[config.mk]
export PLATFORM = sky130hd
export DESIGN_NAME = xcvr_pwr_ctrl
export DESIGN_NICKNAME = d
export VERILOG_FILES = /design/src/rtl/xcvr_pwr_pkg.sv /design/src/rtl/pwr_sync.sv /design/src/rtl/line_qual.sv /design/src/rtl/pwr_seq.sv /design/src/rtl/xcvr_pwr_ctrl.sv
export SDC_FILE = /design/constraint.sdc
export NUM_CORES = 1
export LEC_CHECK = 0
export BUFFER_PORTS_ARGS = -buffer_cell sky130_fd_sc_hd__buf_2
export CORE_MARGIN = 8
export CORE_UTILIZATION = 48
export CTS_BUF_LIST = sky130_fd_sc_hd__clkbuf_4
export CTS_CLUSTER_DIAMETER = 100
export DETAILED_ROUTE_END_ITERATION = 10
export GPL_TIMING_DRIVEN = 0
export PLACE_DENSITY = 0.67
export SYNTH_ARGS = -nofsm -noshare
export SYNTH_HDL_FRONTEND = slang
export SYNTH_SLANG_ARGS = --single-unit
[constraint.sdc]
create_clock -name clk -period 2.4 [get_ports clk]
set_input_delay 0.24 -clock clk [delete_from_list [all_inputs] [get_ports clk]]
set_output_delay 0.24 -clock clk [all_outputs]
set_load 0.1 [all_outputs]
[src/rtl/xcvr_pwr_pkg.sv]
package xcvr_pwr_pkg;
  typedef enum logic [1:0] {
    PS_DOWN = 2'd0,
    PS_RAMP = 2'd1,
    PS_UP   = 2'd2
  } pwr_state_t;
endpackage

[src/rtl/pwr_sync.sv]
module pwr_sync #(
  parameter int W = 4
) (
  input  logic         clk,
  input  logic         rst,
  input  logic [W-1:0] d,
  output logic [W-1:0] q
);
  logic [W-1:0] meta;

  for (genvar i = 0; i < W; i++) begin : g_bit
    always_ff @(posedge clk) begin
      if (rst) begin
        meta[i] <= 1'b0;
        q[i]    <= 1'b0;
      end else begin
        meta[i] <= d[i];
        q[i]    <= meta[i];
      end
    end
  end
endmodule

[src/rtl/line_qual.sv]
module line_qual #(
  parameter int LIVE_CYC = 10,
  parameter int IDLE_CYC = 200
) (
  input  logic clk,
  input  logic rst,
  input  logic any_live,
  output logic line_live
);
  localparam int MAXC = (IDLE_CYC > LIVE_CYC) ? IDLE_CYC : LIVE_CYC;
  localparam int CW   = $clog2(MAXC + 1);
  localparam logic [CW-1:0] RISE_LAST = CW'(LIVE_CYC - 1);
  localparam logic [CW-1:0] FALL_LAST = CW'(IDLE_CYC - 1);

  logic [CW-1:0] cnt;
  logic          live_q;
  logic          hit;

  always_comb begin
    hit = live_q ? (cnt == FALL_LAST) : (cnt == RISE_LAST);
  end

  always_ff @(posedge clk) begin
    if (rst) begin
      live_q <= 1'b0;
      cnt    <= '0;
    end else if (any_live == live_q) begin
      cnt <= '0;
    end else if (hit) begin
      live_q <= any_live;
      cnt    <= '0;
    end else begin
      cnt <= cnt + 1'b1;
    end
  end

  assign line_live = live_q;
endmodule

[src/rtl/pwr_seq.sv]
module pwr_seq
  import xcvr_pwr_pkg::*;
#(
  parameter int WAKE_CYC = 200
) (
  input  logic clk,
  input  logic rst,
  input  logic sleep_s,
  input  logic awake_s,
  input  logic rail_s,
  input  logic any_live,
  input  logic line_live,
  output logic tx_en,
  output logic pump_req
);
  localparam int WW = $clog2(WAKE_CYC + 1);
  localparam logic [WW-1:0] WIN_LAST = WW'(WAKE_CYC - 1);

  pwr_state_t st, nxt;
  logic [WW-1:0] win;
  logic          any_d;
  logic          rise;

  always_comb begin
    rise = any_live & ~any_d;
    nxt  = st;
    if (!sleep_s) begin
      nxt = PS_DOWN;
    end else if (awake_s) begin
      case (st)
        PS_DOWN: nxt = PS_RAMP;
        PS_RAMP: if (rail_s) nxt = PS_UP;
        PS_UP:   if (!rail_s) nxt = PS_RAMP;
        default: nxt = PS_DOWN;
      endcase
    end else begin
      case (st)
        PS_DOWN: if (rise || line_live) nxt = PS_RAMP;
        PS_RAMP: begin
          if (line_live && rail_s) nxt = PS_UP;
          else if (win == WIN_LAST) nxt = PS_DOWN;
        end
        PS_UP: begin
          if (!line_live) nxt = PS_DOWN;
          else if (!rail_s) nxt = PS_RAMP;
        end
        default: nxt = PS_DOWN;
      endcase
    end
  end

  always_ff @(posedge clk) begin
    if (rst) begin
      st       <= PS_DOWN;
      win      <= '0;
      any_d    <= 1'b0;
      tx_en    <= 1'b0;
      pump_req <= 1'b0;
    end else begin
      st       <= nxt;
      any_d    <= any_live;
      tx_en    <= (nxt == PS_UP);
      pump_req <= (nxt != PS_DOWN);
      if (nxt == PS_RAMP && st != PS_RAMP) win <= '0;
      else if (st == PS_RAMP && win != WIN_LAST) win <= win + 1'b1;
    end
  end
endmodule

[src/rtl/xcvr_pwr_ctrl.sv]
module xcvr_pwr_ctrl #(
  parameter int NUM_RX   = 5,
  parameter int LIVE_CYC = 10,
  parameter int IDLE_CYC = 200,
  parameter int WAKE_CYC = 200
) (
  input  logic              clk,
  input  logic              rst,
  input  logic [NUM_RX-1:0] rx_valid,
  input  logic              sleep_n,
  input  logic              stay_awake,
  input  logic              rx_en_n,
  input  logic              rail_ok,
  output logic              tx_en,
  output logic              rx_oe,
  output logic              pump_req,
  output logic              line_live,
  output logic              mon_active
);
  localparam int SW = NUM_RX + 4;

  logic [SW-1:0]     raw, synced;
  logic [NUM_RX-1:0] valid_s;
  logic              sleep_s, awake_s, rxen_s, rail_s;
  logic              any_live;
  logic              rx_oe_q;

  assign raw = {rx_valid, sleep_n, stay_awake, rx_en_n, rail_ok};

  pwr_sync #(.W(SW)) u_sync (
    .clk (clk),
    .rst (rst),
    .d   (raw),
    .q   (synced)
  );

  assign {valid_s, sleep_s, awake_s, rxen_s, rail_s} = synced;
  assign any_live = |valid_s;

  line_qual #(.LIVE_CYC(LIVE_CYC), .IDLE_CYC(IDLE_CYC)) u_qual (
    .clk       (clk),
    .rst       (rst),
    .any_live  (any_live),
    .line_live (line_live)
  );

  pwr_seq #(.WAKE_CYC(WAKE_CYC)) u_seq (
    .clk       (clk),
    .rst       (rst),
    .sleep_s   (sleep_s),
    .awake_s   (awake_s),
    .rail_s    (rail_s),
    .any_live  (any_live),
    .line_live (line_live),
    .tx_en     (tx_en),
    .pump_req  (pump_req)
  );

  always_ff @(posedge clk) begin
    if (rst) rx_oe_q <= 1'b0;
    else     rx_oe_q <= sleep_s & ~rxen_s;
  end

  assign rx_oe      = rx_oe_q;
  assign mon_active = 1'b1;
endmodule

==> results_dict.tcl <==
set metrics [dict create \
    status "finished clean" \
    max_freq_mhz 543 \
    worstMarginPinSlew_ns 0.599 \
    finalPower_uw 1110 \
    drive_gt1_share_pct 20.7 \
    peakVddDrop_mv 0.458 \
    cts_buffers 5 \
    io_buffers 14 \
    fin_crit_sh_pct 76.7 \
    slowest_delay_ns 0.41 \
    cts_tree "yes" \
    p_leak_uw 0.000656 \
    maxSlewHeadroom_pct 60.1 \
    hold_buffers 0 \
    remaining_drc_errors 0 \
    dp_hpwl_um 1870 \
    synth_area_leaders "dfxtp_1, nor2b_1, xnor2_1, nor3_2, nor3_1" \
    synth_top_area_share_pct 51.8 \
    grt_max_degree 14 \
    cts-resized-gates 0 \
    dieArea_um2 5390 \
    synthTopCellsByCount "dfxtp_1, nor2b_1, nor2_1" \
    coreArea_um2 3260 \
    synth.ff_latch_count 41 \
    ys_seq_area_share_pct 51.8 \
    placed_area_um2 1710 \
    drtIter0Drc 38 \
    synth_flop_cell "dfxtp_1" \
    setup_viol_count_final 0 \
    yosys_warnings 0 \
    grt_pass1_wl_um 4570 \
    cap_violations 0 \
    synth.avg_cell_area_um2 10.4 \
    grt_use_total_pct 11.0 \
    die_width_um 73.4 \
    worstPathArrival_ns 2.12 \
    synth_edf_count 0 \
    yosys.cell_count.top_type "dfxtp_1" \
    critPathMaxFanout 8 \
    synthArstFlopShare_pct 0 \
    finClkSkew_ns 0.00909 \
    clkTransAtPathRegs_ns 0.12 \
    final_area_um2 1770 \
    critPathLaunchType "register" \
    io_pins 16 \
    die_y_um 73.4 \
    finalMaxSlewViolations 0 \
    period_needed_ns 1.84 \
    finalWirelength_um 2600 \
    critPathCaptureType "register" \
    initial_core_util_pct 48.6 \
    syn_to_final_growth_pct 11.5 \
    cp_cell_sequence "ha_1 -> nand4b_1 -> o41a_4 -> o311a_4 -> nor3_2" \
    critPathKind "register to register" \
    cp_slowest_cell "o41a_4" \
    setup_tns_ns 0 \
    final_nets 186 \
    root_buffer "clkbuf_4" \
    gp_congestion 0.839 \
    grt_pass1_vias 1097 \
    clk_latency_ns 0.35 \
    wl_per_cell_um 11.8 \
    post_cts_buffers 0 \
    syn_area_um2 1580 \
    vias 1084 \
    hold_class "input pin to register" \
    synth_top_cell_by_area "dfxtp_1" \
    power_density_nw_per_um2 630 \
    ant_nets 0 \
    numClockSinks 41 \
    gr-total-overflow 0 \
    rows 21 \
    diodes 0 \
    cp_top_family "compound AO/OA/AOI/OAI gates" \
    drtPass1Iterations 4 \
    critPathBufInv 0 \
    finalHoldViolations 0 \
    clockBufferDepth 2 \
    viasPerCell 4.93 \
    rsz0062_at_grt "no" \
    ys_types 39 \
    antenna_found_initial 0 \
    syn_inst 152 \
    cp.required_ns 2.68 \
    htree_levels 2 \
    syn_nets 165 \
]
## registers in the layout, indices dropped and copies added (netlist names)
signal            cells
u_seq.tx_en           1
u_qual.cnt            8
u_sync.meta           9
u_seq.any_d           1
u_qual.line_live      1
u_sync.q              9
rx_oe                 1
u_seq.st              2
u_seq.win             8
u_seq.pump_req        1
## layout make-up
| class | count | area [µm²] |
|---|---|---|
| Buffer | 6 | 31.3 |
| Inverter | 2 | 7.51 |
| Sequential cell | 41 | 821 |
| Timing Repair Buffer | 14 | 70.1 |
| Tap cell | 46 | 57.6 |
| Clock buffer | 5 | 37.5 |
| Fill cell | 327 | 1490 |
| Clock inverter | 3 | 17.5 |
| Multi-Input combinational cell | 103 | 724 |
## metal layers
layer / up-vias / share of wire [%] / track usage, %
met3: 7 / 4.3 / 3.55
met4: 0 / 2.6 / 7.32
met5: - / 0 / 0
li1: 568 / - / -
met2: 20 / 46 / 17.5
met1: 489 / 48 / 12.3
## cells in the final DEF, fill, tap and decap left out, types with 3 or more instances in the layout
cell type / n
nand3_1: 4
nor3_2: 6
a21oi_1: 3
xnor2_1: 9
nor2b_1: 19
nor3_1: 10
nand2_1: 4
nor2_1: 12
clkbuf_4: 5
nand4_1: 3
nor3b_1: 4
xor2_1: 3
dfxtp_1: 41
buf_2: 15
## stage by stage
step                      cells  hold slack, ns  setup slack, ns  utilization [%]
after floorplan             152           0.368            0.324                -
after global placement      212           0.381            0.634             52.5
after detailed placement    212           0.373            0.577             52.5
after CTS                   220          0.0674            0.550             54.2
after global routing        220          0.0919            0.456             54.2
final                       220          0.0877            0.559             54.2
## worst paths after layout
check / start / endpoint / slack, ns / cells after the start
setup / recovery: u_seq.win[0]$_SDFFE_PP0P_ / u_seq.win[5]$_SDFFE_PP0P_ / 0.56 / 5
hold / removal: rx_en_n / u_sync.meta[1]$_SDFF_PP0_ / 0.09 / 2
setup reg to reg: u_seq.win[0]$_SDFFE_PP0P_ / u_seq.win[5]$_SDFFE_PP0P_ / 0.56 / 5
hold reg to reg: u_sync.q[1]$_SDFF_PP0_ / rx_oe$_SDFF_PP0_ / 0.39 / 1
## where the power goes
group          leakage [µW]  switching [µW]  internal, µW
clock network     0.0000310             223           111
registers          0.000335            8.95           700
logic              0.000291            42.5          27.5
total              0.000656             275           838
## cells by family after synthesis
| logic type | count (synthesis) | share of synthesized area (%) |
|---|---|---|
| muxes | 2 | 1.34 |
| DFF | 41 | 51.8 |
| and+or+nand+nor | 72 | 27.4 |
| buffers and inverters | 8 | 2.45 |
| other | 1 | 0.237 |
| AOI/OAI and AO/OA | 14 | 8.53 |
| xor gates and xnor gates | 12 | 6.64 |
| adders and majority gates | 2 | 1.58 |
(Power assumes the default switching activity.)
